$ cat config.mk
export PLATFORM = sky130hd
export DESIGN_NAME = can_fault_tracker
export DESIGN_NICKNAME = d
export VERILOG_FILES = /design/src/rtl/can_fault_pkg.sv /design/src/rtl/cft_err_counter.sv /design/src/rtl/cft_idle_counter.sv /design/src/rtl/cft_state_fsm.sv /design/src/rtl/can_fault_tracker.sv
export SDC_FILE = /design/constraint.sdc
export NUM_CORES = 1
export LEC_CHECK = 0
export ABC_CLOCK_PERIOD_IN_PS = 4100
export BUFFER_PORTS_ARGS = -buffer_cell sky130_fd_sc_hd__buf_2
export CORE_ASPECT_RATIO = 1.75
export CORE_UTILIZATION = 35
export DETAILED_ROUTE_END_ITERATION = 10
export HOLD_SLACK_MARGIN = 0.15
export PLACE_DENSITY_LB_ADDON = 0.15
export SYNTH_ARGS = -nofsm -noshare
export SYNTH_HDL_FRONTEND = slang
export SYNTH_SLANG_ARGS = --single-unit
$ cat constraint.sdc
create_clock -name clk -period 4.1 [get_ports clk]
set_input_delay 0.82 -clock clk [delete_from_list [all_inputs] [get_ports clk]]
set_output_delay 0.82 -clock clk [all_outputs]
set_load 0.02 [all_outputs]
$ cat src/rtl/can_fault_pkg.sv
package can_fault_pkg;

    typedef enum logic [2:0] {
        ST_ACTIVE,
        ST_WARNING,
        ST_PASSIVE,
        ST_BUSOFF_WAIT,
        ST_BUSOFF_RECOVER
    } cft_state_e;

    typedef enum logic [1:0] {
        LVL_ACTIVE,
        LVL_WARNING,
        LVL_PASSIVE,
        LVL_BUSOFF
    } cft_level_e;

    localparam int STAT_W        = 32;
    localparam int STAT_RX_LSB   = 0;
    localparam int STAT_TX_LSB   = 8;
    localparam int STAT_WARN_POS = 17;
    localparam int STAT_PASS_POS = 18;
    localparam int STAT_BOFF_POS = 19;

    function automatic cft_level_e level_of(cft_state_e s);
        cft_level_e l;
        unique case (s)
            ST_ACTIVE:         l = LVL_ACTIVE;
            ST_WARNING:        l = LVL_WARNING;
            ST_PASSIVE:        l = LVL_PASSIVE;
            ST_BUSOFF_WAIT:    l = LVL_BUSOFF;
            ST_BUSOFF_RECOVER: l = LVL_BUSOFF;
            default:           l = LVL_ACTIVE;
        endcase
        return l;
    endfunction

endpackage

$ cat src/rtl/cft_err_counter.sv
module cft_err_counter #(
    parameter int CNT_W    = 8,
    parameter int STEP     = 1,
    parameter bit OVF_TRAP = 1'b0
) (
    input  logic             clk,
    input  logic             rst_n,
    input  logic             inc_i,
    input  logic             dec_i,
    input  logic             hold_i,
    input  logic             clr_i,
    output logic [CNT_W-1:0] cnt_o,
    output logic             ovf_o
);
    localparam logic [CNT_W:0] MAX_EXT  = {1'b0, {CNT_W{1'b1}}};
    localparam logic [CNT_W:0] STEP_EXT = (CNT_W+1)'(STEP);

    logic [CNT_W-1:0] cnt_q, cnt_d;
    logic [CNT_W:0]   sum;
    logic             over;

    assign sum  = {1'b0, cnt_q} + STEP_EXT;
    assign over = sum > MAX_EXT;

    always_comb begin
        cnt_d = cnt_q;
        if (clr_i) begin
            cnt_d = '0;
        end else if (!hold_i) begin
            if (inc_i) begin
                cnt_d = over ? MAX_EXT[CNT_W-1:0] : sum[CNT_W-1:0];
            end else if (dec_i && (cnt_q != '0)) begin
                cnt_d = cnt_q - 1'b1;
            end
        end
    end

    always_ff @(posedge clk or negedge rst_n) begin
        if (!rst_n) cnt_q <= '0;
        else        cnt_q <= cnt_d;
    end

    generate
        if (OVF_TRAP) begin : g_trap
            assign ovf_o = inc_i && !hold_i && !clr_i && over;
        end else begin : g_no_trap
            assign ovf_o = 1'b0;
        end
    endgenerate

    assign cnt_o = cnt_q;

    // decrement at zero leaves the counter at zero
    assert_dec_floor_R2: assert property (@(posedge clk) disable iff (!rst_n)
        (!clr_i && !hold_i && !inc_i && dec_i && cnt_q == '0) |=> (cnt_q == '0));

    // a held counter does not move
    assert_hold_frozen_R7: assert property (@(posedge clk) disable iff (!rst_n)
        (hold_i && !clr_i) |=> $stable(cnt_q));

endmodule

$ cat src/rtl/cft_idle_counter.sv
module cft_idle_counter #(
    parameter int IDLE_BITS  = 11,
    parameter int IDLE_COUNT = 128
) (
    input  logic clk,
    input  logic rst_n,
    input  logic en_i,
    input  logic bit_valid_i,
    input  logic bit_recessive_i,
    output logic done_o
);
    localparam int RUN_W = $clog2(IDLE_BITS + 1);
    localparam int IDL_W = $clog2(IDLE_COUNT + 1);
    localparam logic [RUN_W-1:0] RUN_LAST  = RUN_W'(IDLE_BITS - 1);
    localparam logic [IDL_W-1:0] IDLE_LAST = IDL_W'(IDLE_COUNT - 1);

    logic [RUN_W-1:0] run_q;
    logic [IDL_W-1:0] idl_q;
    logic             run_end;

    assign run_end = (run_q == RUN_LAST);

    always_ff @(posedge clk or negedge rst_n) begin
        if (!rst_n) begin
            run_q <= '0;
            idl_q <= '0;
        end else if (!en_i) begin
            run_q <= '0;
            idl_q <= '0;
        end else if (bit_valid_i) begin
            if (!bit_recessive_i) begin
                run_q <= '0;
            end else if (run_end) begin
                run_q <= '0;
                idl_q <= idl_q + 1'b1;
            end else begin
                run_q <= run_q + 1'b1;
            end
        end
    end

    assign done_o = en_i && bit_valid_i && bit_recessive_i && run_end && (idl_q == IDLE_LAST);

    // a dominant bit discards the partial run
    assert_dominant_restart_R10: assert property (@(posedge clk) disable iff (!rst_n)
        (en_i && bit_valid_i && !bit_recessive_i) |=> (run_q == '0));

    // nothing accumulates while recovery is not enabled
    assert_no_count_idle_R8: assert property (@(posedge clk) disable iff (!rst_n)
        !en_i |=> (run_q == '0 && idl_q == '0));

    // run length never reaches the idle period length
    assert_run_bound_R9: assert property (@(posedge clk) disable iff (!rst_n)
        run_q <= RUN_LAST);

endmodule

$ cat src/rtl/cft_state_fsm.sv
module cft_state_fsm
    import can_fault_pkg::*;
#(
    parameter int CNT_W    = 8,
    parameter int WARN_LIM = 96,
    parameter int PASS_LIM = 128,
    parameter int SLOTS    = 16
) (
    input  logic             clk,
    input  logic             rst_n,
    input  logic [CNT_W-1:0] rx_cnt_i,
    input  logic [CNT_W-1:0] tx_cnt_i,
    input  logic             tx_ovf_i,
    input  logic             restart_i,
    input  logic             idle_done_i,
    output logic             busoff_o,
    output logic             cnt_hold_o,
    output logic             cnt_clr_o,
    output logic             recover_en_o,
    output logic             event_o,
    output logic             abort_o,
    output logic [SLOTS-1:0] abort_mask_o
);
    localparam logic [CNT_W-1:0] WARN_C = CNT_W'(WARN_LIM);
    localparam logic [CNT_W-1:0] PASS_C = CNT_W'(PASS_LIM);

    cft_state_e state_q, state_d, count_state;
    logic       event_q, abort_q;

    always_comb begin
        if (rx_cnt_i >= PASS_C || tx_cnt_i >= PASS_C)      count_state = ST_PASSIVE;
        else if (rx_cnt_i >= WARN_C || tx_cnt_i >= WARN_C) count_state = ST_WARNING;
        else                                               count_state = ST_ACTIVE;
    end

    always_comb begin
        state_d = state_q;
        unique case (state_q)
            ST_ACTIVE, ST_WARNING, ST_PASSIVE: begin
                if (tx_ovf_i) state_d = ST_BUSOFF_WAIT;
                else          state_d = count_state;
            end
            ST_BUSOFF_WAIT: begin
                if (restart_i) state_d = ST_BUSOFF_RECOVER;
            end
            ST_BUSOFF_RECOVER: begin
                if (idle_done_i) state_d = ST_ACTIVE;
            end
            default: state_d = ST_ACTIVE;
        endcase
    end

    // state register
    always_ff @(posedge clk or negedge rst_n) begin
        if (!rst_n) state_q <= ST_ACTIVE;
        else        state_q <= state_d;
    end

    // registered outputs
    always_ff @(posedge clk or negedge rst_n) begin
        if (!rst_n) begin
            event_q <= 1'b0;
            abort_q <= 1'b0;
        end else begin
            event_q <= (level_of(state_d) != level_of(state_q));
            abort_q <= (state_d == ST_BUSOFF_WAIT) && (state_q != ST_BUSOFF_WAIT);
        end
    end

    assign busoff_o     = (level_of(state_q) == LVL_BUSOFF);
    assign cnt_hold_o   = busoff_o;
    assign recover_en_o = (state_q == ST_BUSOFF_RECOVER);
    assign cnt_clr_o    = recover_en_o && idle_done_i;
    assign event_o      = event_q;
    assign abort_o      = abort_q;
    assign abort_mask_o = {SLOTS{abort_q}};

    // abort only in the first cycle of bus-off
    assert_abort_entry_R6: assert property (@(posedge clk) disable iff (!rst_n)
        abort_q |-> (state_q == ST_BUSOFF_WAIT && $past(state_q) != ST_BUSOFF_WAIT));

    // bus-off is held until the host restarts
    assert_busoff_holds_R5: assert property (@(posedge clk) disable iff (!rst_n)
        (state_q == ST_BUSOFF_WAIT && !restart_i) |=> (state_q == ST_BUSOFF_WAIT));

    // completed recovery lands in error-active with an event
    assert_recover_event_R9: assert property (@(posedge clk) disable iff (!rst_n)
        (state_q == ST_BUSOFF_RECOVER && idle_done_i) |=> (state_q == ST_ACTIVE && event_q));

    // every event marks a real level change
    assert_event_level_R4: assert property (@(posedge clk) disable iff (!rst_n)
        event_q |-> (level_of(state_q) != level_of($past(state_q))));

endmodule

$ cat src/rtl/can_fault_tracker.sv
module can_fault_tracker
    import can_fault_pkg::*;
#(
    parameter int CNT_W      = 8,
    parameter int RX_STEP    = 1,
    parameter int TX_STEP    = 8,
    parameter int WARN_LIM   = 96,
    parameter int PASS_LIM   = 128,
    parameter int IDLE_BITS  = 11,
    parameter int IDLE_COUNT = 128,
    parameter int SLOTS      = 16
) (
    input  logic              clk,
    input  logic              rst_n,
    input  logic              rx_err_inc_i,
    input  logic              rx_err_dec_i,
    input  logic              tx_err_inc_i,
    input  logic              tx_err_dec_i,
    input  logic              bit_valid_i,
    input  logic              bit_level_i,
    input  logic              restart_req_i,
    output logic [31:0]       status_o,
    output logic              state_event_o,
    output logic              tx_abort_o,
    output logic [SLOTS-1:0]  tx_abort_mask_o
);
    localparam logic [CNT_W-1:0] WARN_C = CNT_W'(WARN_LIM);
    localparam logic [CNT_W-1:0] PASS_C = CNT_W'(PASS_LIM);

    logic [CNT_W-1:0] rx_cnt, tx_cnt;
    logic             rx_ovf_unused, tx_ovf;
    logic             busoff, hold, clr, rec_en, idle_done;

    cft_err_counter #(.CNT_W(CNT_W), .STEP(RX_STEP), .OVF_TRAP(1'b0)) u_rx_cnt (
        .clk(clk), .rst_n(rst_n), .inc_i(rx_err_inc_i), .dec_i(rx_err_dec_i),
        .hold_i(hold), .clr_i(clr), .cnt_o(rx_cnt), .ovf_o(rx_ovf_unused)
    );

    cft_err_counter #(.CNT_W(CNT_W), .STEP(TX_STEP), .OVF_TRAP(1'b1)) u_tx_cnt (
        .clk(clk), .rst_n(rst_n), .inc_i(tx_err_inc_i), .dec_i(tx_err_dec_i),
        .hold_i(hold), .clr_i(clr), .cnt_o(tx_cnt), .ovf_o(tx_ovf)
    );

    cft_idle_counter #(.IDLE_BITS(IDLE_BITS), .IDLE_COUNT(IDLE_COUNT)) u_idle (
        .clk(clk), .rst_n(rst_n), .en_i(rec_en), .bit_valid_i(bit_valid_i),
        .bit_recessive_i(bit_level_i), .done_o(idle_done)
    );

    cft_state_fsm #(.CNT_W(CNT_W), .WARN_LIM(WARN_LIM), .PASS_LIM(PASS_LIM), .SLOTS(SLOTS)) u_fsm (
        .clk(clk), .rst_n(rst_n), .rx_cnt_i(rx_cnt), .tx_cnt_i(tx_cnt),
        .tx_ovf_i(tx_ovf), .restart_i(restart_req_i), .idle_done_i(idle_done),
        .busoff_o(busoff), .cnt_hold_o(hold), .cnt_clr_o(clr), .recover_en_o(rec_en),
        .event_o(state_event_o), .abort_o(tx_abort_o), .abort_mask_o(tx_abort_mask_o)
    );

    always_comb begin
        status_o = '0;
        status_o[STAT_RX_LSB +: CNT_W] = rx_cnt;
        status_o[STAT_TX_LSB +: CNT_W] = tx_cnt;
        status_o[STAT_WARN_POS] = (rx_cnt >= WARN_C) || (tx_cnt >= WARN_C);
        status_o[STAT_PASS_POS] = (rx_cnt >= PASS_C) || (tx_cnt >= PASS_C);
        status_o[STAT_BOFF_POS] = busoff;
    end

    // bus-off always shows a saturated transmit counter
    assert_busoff_tx_sat_R5: assert property (@(posedge clk) disable iff (!rst_n)
        status_o[STAT_BOFF_POS] |-> (status_o[STAT_TX_LSB +: CNT_W] == {CNT_W{1'b1}}));

    // the status word is frozen while waiting for restart
    assert_status_frozen_R7: assert property (@(posedge clk) disable iff (!rst_n)
        ($past(busoff) && busoff && !clr) |-> $stable(status_o));

endmodule

==> results of run 1 <==
-- cell usage in the layout, fill, tap and decap left out, types with 3 or more instances in the layout --
cell,count
o22ai_1,3
or3_1,3
dfrtp_1,33
a21o_1,3
inv_1,14
a21oi_1,11
nor3_1,10
or4_1,3
nor2_1,23
o211ai_1,3
nand2_1,24
ha_1,12
conb_1,13
xnor2_1,9
clkbuf_16,5
or3b_1,3
nand4_1,5
buf_2,45
and2_1,5
o21ai_0,18
xor2_1,6
nand3b_1,3
or2_2,5
o21a_1,3
nand2b_1,3
nand3_1,15
-- worst paths after layout --
path | start | to | slack (ns) | cells after the start
worst max register to register | u_tx_cnt.cnt_o[0]$_DFFE_PN0P_ | u_tx_cnt.cnt_o[3]$_DFFE_PN0P_ | 1.65 | 7
min in group asynchronous | rst_n | u_rx_cnt.cnt_o[2]$_DFFE_PN0P_ | 0.62 | 1
max in group asynchronous | rst_n | u_idle.idl_q[2]$_DFFE_PN0P_ | 2.97 | 1
worst min register to register | u_idle.run_q[3]$_DFFE_PN0P_ | u_idle.run_q[3]$_DFFE_PN0P_ | 0.53 | 2
worst max-delay path | u_fsm.state_q[2]$_DFF_PN0_ | status_o[19] | 1.38 | 4
worst min-delay path | u_idle.run_q[3]$_DFFE_PN0P_ | u_idle.run_q[3]$_DFFE_PN0P_ | 0.53 | 2
-- per-stage QoR --
step                area, sq um  instances  hold slack (ns)
CTS                        2799        410           0.5416
global placement           2641        402           0.5001
global route               2799        410           0.5585
floorplan                  2610        318           0.4831
detailed placement         2641        402           0.5277
finish                     2799        410           0.5309
-- sequential cells by signal, indices dropped and copies added, names as in the netlist --
register,count
u_idle.idl_q,8
u_fsm.abort_o,1
u_tx_cnt.cnt_o,8
u_idle.run_q,4
u_fsm.event_o,1
u_fsm.state_q,3
u_rx_cnt.cnt_o,8
-- worst max-delay path: stages, from the launching register on --
cell	delay (ns)
dfrtp_1	0.46
or3b_1	0.60
and2_1	0.33
inv_1	0.08
buf_2	0.15
-- logic make-up (layout without fill, tap and decap cells) --
logic type / after synthesis / in the layout / synth area share [%]
flip-flops: 33 / 33 / 32.20
adder cells (fa/ha/maj): 12 / 12 / 5.854
AND/OR/NAND/NOR: 115 / 115 / 23.85
other: 1 / 13 / 0.1462
buffers and inverters: 61 / 67 / 13.80
XOR/XNOR: 15 / 15 / 5.122
AO/OA/AOI/OAI: 67 / 67 / 18.24
multiplexers: 2 / 2 / 0.7805
-- power by group through the flow --
stage,sequential [uW],clock (uW),combinational (uW)
global placement,666,0,1060
floorplan,650,0,862
CTS,662,413,1070
global route,687,422,1180
detailed placement,668,0,1060
finish,660,398,1060
-- layout make-up --
| cell class | instances | share of cell area, % |
|---|---|---|
| multi-input combinational | 224 | 51.10 |
| clock inverter | 1 | 0.1788 |
| timing repair buffer | 45 | 8.047 |
| inverter | 14 | 1.878 |
| sequential | 33 | 29.50 |
| tap | 86 | 3.844 |
| clock buffer | 7 | 5.454 |
-- per-layer routing --
layer	vias to the layer above	GRT usage (%)
met3	10	3.175
li1	1074	-
met4	0	9.078
met2	68	30.64
met5	-	0
met1	1056	17.62
==> impl_metrics.ini, run 1 <==
[clock_network]
post_cts_resized = 0
clock_latency_ns = 0.28
htreeDepth = 2
cts.path.max_buffers = 2
cts_sinks = 33
clk_pin_slew_ns = 0.06
hold_buffers = 0
post_cts_buffers = 0
cts_made_buffers = 5
root_buffer = clkbuf_16
cts_tree = yes

[global_routing]
grt_usage_pct = 16.86
grt-ovfl-total = 0
grt_pass1_wl_um = 9784
antenna_found_initial = 0
grt_start_max_net_pins = 34
grt_pass1_vias = 2062

[setup_path]
critPathMaxFanout = 15
worstPathRequired_ns = 3.28
worstSetupPathType = register to output pin
end_kind = output pin
worstPathArrival_ns = 1.90
start_kind = register

[yosys]
ys_types = 60
synth_top_cell_area_share_pct = 32.20
synth_most_common_cell = dfrtp_1
synth_area_leaders = dfrtp_1, buf_4, ha_1, o21ai_0, nand2_1
postSynthAreaPerCell_sq_um = 8.382
yosys_warnings = 0
synth_top_flop_cell = dfrtp_1
syn_area_sq_um = 2565
synthesis.instances = 306
synth_area_leader_cell = dfrtp_1
synthTopCellsByCount = dfrtp_1, buf_4, nand2_1
ys_seq_area_share_pct = 32.20
ys_seq_elements = 33
async_reset_ff_share_pct = 100.0
synth_edf_count = 0

[route]
viasPerCell = 5.385
routed-wl-met2_um = 3259
drt_first_pass_iters = 4
wire_per_inst_um = 14.65
route.met3.wl_um = 261
top_layer = met4
m1WireLength_um = 2352
drt_iter0_drc = 114
ant_nets = 0
remaining_drc_errors = 0
routed_wl_um = 6007
via_count = 2208

[sta]
fin_worst_skew_ns = 0.005783
slew_headroom_pct = 47.30
fin_crit_sh_pct = 66.37
fin_crit_ns = 2.721
setup_ws_ns = 1.379
fmax_ghz = 0.3675
tightest_slew_ns = 0.7904
rsz0062_at_grt = false
setup_viol = 0
finalHoldViolCount = 0
slew_viol_final = 0
setup_tns_ns = 0

[power_and_ir_drop]
clkPwrFrac_pct = 18.8
power.leakage_uw = 0.001277
powerDensity_nw_per_um2 = 756.9
design_power_total_uw = 2119
p_seq_share_pct = 31.1
sw_frac_of_total_pct = 47.69
p_comb_share_pct = 50.1
ir_worst_vdd_v = 0.0002931
p_int_uw = 1108
p_switching_uw = 1010

[layout]
seqCellArea_sq_um = 825.8
multi_input_area_sq_um = 1430
syn_to_final_growth_pct = 9.122
drive_above_1_share_pct = 20.37
final_nets = 344
diodes = 0
final_util_pct = 39.25
fillCellCount = 756

[floorplanning]
io_pins = 59
die_area_sq_um = 7688
fp-row-count = 41
core_sq_um = 7131
dieWidth_um = 66.71
die_h_um = 115.2
initial_utilization_pct = 35.97

[job]
maxCapViolCount = 0

[placed_design]
gp_congestion = 0.8054
io_buffers = 45
dp_worst_setup_slack_ns = 1.581
hpwl_um = 4424

[status]
outcome = finished, final reports clean

[hold_path]
hold_path_class = register to register
No activity file was read; power rests on OpenSTA's default activity.
==> run 2: changes to the inputs <==
ABC_AREA = 1   (was default)
ABC_CLOCK_PERIOD_IN_PS = 2720   (was 4100)
clock period = 2.72 ns   (was 4.1 ns; I/O delays follow)
==> run 2 against run 1 <==
Against the previous run: utilization grew 0.67 points; sequential cell count unchanged; critical path type unchanged; register-to-register slack got worse by 0.81 ns; clock power grew 37%; hold slack worse by 0.19 ns; first-iteration DRC count fell by 32%; sequential share of layout area shrank 0.91 points; power grew 51%; die area grew 1.9%.
==> impl_metrics.ini, run 2 <==
[clock_network]
cts_sinks = 33
clock_latency_ns = 0.28
cts_tree = yes
htreeDepth = 2
hold_buffers = 0
post_cts_resized = 0
cts.path.max_buffers = 2
clk_pin_slew_ns = 0.05
post_cts_buffers = 0
cts_made_buffers = 5
root_buffer = clkbuf_16

[sta]
setup_tns_ns = 0
tightest_slew_ns = 0.7700
fin_crit_sh_pct = 75.82
slew_viol_final = 0
fmax_ghz = 0.4849
finalHoldViolCount = 0
rsz0062_at_grt = false
fin_crit_ns = 2.062
slew_headroom_pct = 48.67
setup_viol = 0
fin_worst_skew_ns = 0.005758

[layout]
layout_common_cells = nand2_1, buf_2, inv_1
drive_above_1_share_pct = 22.42
final_util_pct = 39.92
final_common_cell = nand2_1
layout.cells.non_filler = 474
diodes = 0
fillCellCount = 774
final_nets = 408
syn_to_final_growth_pct = 10.48

[yosys]
synthTopCellsByCount = nand2_1, inv_1, dfrtp_1
synth_area_leader_cell = dfrtp_1
synth_edf_count = 0
async_reset_ff_share_pct = 100.0
synth_top_flop_cell = dfrtp_1
ys_seq_elements = 33
synth_top_cell_area_share_pct = 31.59
ys_seq_area_share_pct = 31.59
synth_most_common_cell = nand2_1
synth_area_leaders = dfrtp_1, nand2_1, buf_4, ha_1, nand3_1
synthesis.instances = 355
ys_types = 39
yosys_warnings = 0
postSynthAreaPerCell_sq_um = 7.363
syn_area_sq_um = 2614

[route]
drt_iter0_drc = 77
ant_nets = 0
wire_per_inst_um = 12.80
drt_first_pass_iters = 6
routed_wl_um = 6065
remaining_drc_errors = 0
via_count = 2299
viasPerCell = 4.850

[job]
maxCapViolCount = 0

[setup_path]
r2r-end = u_tx_cnt.cnt_o[0]$_DFFE_PN0P_
cp.depth = 4
path_delay_family = flip-flops
worstPathArrival_ns = 1.52
critPathMaxFanout = 6
r2r-start = u_tx_cnt.cnt_o[4]$_DFFE_PN0P_
path_buf_inv = 2
slowest_delay_ns = 0.44
worstSetupPathType = register to output pin
worstPathRequired_ns = 2.18
reg2reg_slack_ns = 0.84
start_kind = register
cp_cell_sequence = inv_1 > o21ai_0 > or2_2 > buf_2
ff2ff_path_depth = 13
end_kind = output pin
cp_slowest_cell = dfrtp_1

[floorplanning]
initial_utilization_pct = 36.14
fp-row-count = 41
core_sq_um = 7233
die_h_um = 116.3
die_area_sq_um = 7831
io_pins = 59
dieWidth_um = 67.33

[power_and_ir_drop]
power.leakage_uw = 0.001516
powerDensity_nw_per_um2 = 1108
ir_worst_vdd_v = 0.0003867

[global_routing]
grt-ovfl-total = 0
grt_pass1_wl_um = 10050
grt_start_max_net_pins = 34
antenna_found_initial = 0
grt_usage_pct = 17.04
grt_pass1_vias = 2174

[placed_design]
hpwl_um = 4782
gp_congestion = 0.8179
io_buffers = 45
place_inst = 466

[hold_path]
hold_path_class = input pin to asynchronous set/reset pin

[status]
outcome = finished, final reports clean
[run 2: changes by cell type in the layout (fill, tap and decap cells not counted), moves of 9 or more]
cell / before / now
nand3_1: 15 / 30
inv_1: 14 / 39
nand2_1: 24 / 69
o21ai_0: 18 / 27
[run 2: how the worst max path moves through the flow]
| stage | from | slack (ns) | end |
|---|---|---|---|
| 2_1_floorplan | u_tx_cnt.cnt_o[4]$_DFFE_PN0P_ | 0.95 | u_tx_cnt.cnt_o[0]$_DFFE_PN0P_ |
| 3_3_place_gp | u_tx_cnt.cnt_o[4]$_DFFE_PN0P_ | 0.81 | u_tx_cnt.cnt_o[0]$_DFFE_PN0P_ |
| 3_5_place_dp | u_tx_cnt.cnt_o[4]$_DFFE_PN0P_ | 0.83 | u_fsm.event_o$_DFF_PN0_ |
| 4_1_cts | u_tx_cnt.cnt_o[6]$_DFFE_PN0P_ | 0.63 | status_o[17] |
| 5_1_grt | u_tx_cnt.cnt_o[6]$_DFFE_PN0P_ | 0.55 | status_o[17] |
| 6_report | u_tx_cnt.cnt_o[6]$_DFFE_PN0P_ | 0.66 | status_o[17] |
[run 2: area by class of cell]
cell class	instances	area (sq um)	area share [%]
clock buffers	8	136.4	4.723
multi-input cells	253	1409	48.79
inverters	49	183.9	6.369
repair buffers	45	225.2	7.799
flip-flops and latches	33	825.8	28.60
well taps	86	107.6	3.726
[run 2: logic make-up (layout without fill, tap and decap cells)]
| family | after synthesis | after routing | share of synthesized area [%] |
|---|---|---|---|
| DFF | 33 | 33 | 31.59 |
| other | 1 | 13 | 0.1435 |
| xor gates and xnor gates | 8 | 8 | 2.681 |
| adders and majority gates | 12 | 12 | 5.744 |
| AOI/OAI and AO/OA | 62 | 62 | 12.93 |
| and+or+nand+nor | 158 | 158 | 30.68 |
| buffers and inverters | 81 | 102 | 16.23 |
[run 2: metal layers]
metal / vias to the layer above / wire length (um) / track usage [%]
met3: 12 / 225 / 3.125
met1: 1058 / 2387 / 17.88
met4: 0 / 161 / 8.085
met2: 54 / 3290 / 31.47
li1: 1175 / - / -
met5: - / 0 / 0
[run 2: power breakdown]
part	total, uW	switching, uW	internal, uW
logic	1750	1180	577
registers	900	253	646
clock network	544	204	340
[run 2: metrics by stage]
step / hold WS (ns) / cell area [sq um] / worst slack, ns / total power (uW)
after global routing: 0.4115 / 2888 / 0.5457 / 3499
after global placement: 0.4570 / 2751 / 0.8128 / 2688
after CTS: 0.3730 / 2888 / 0.6303 / 3232
final: 0.3400 / 2888 / 0.6578 / 3199
after floorplan: 0.2484 / 2659 / 0.9496 / 2302
after detailed placement: 0.4564 / 2751 / 0.8264 / 2672
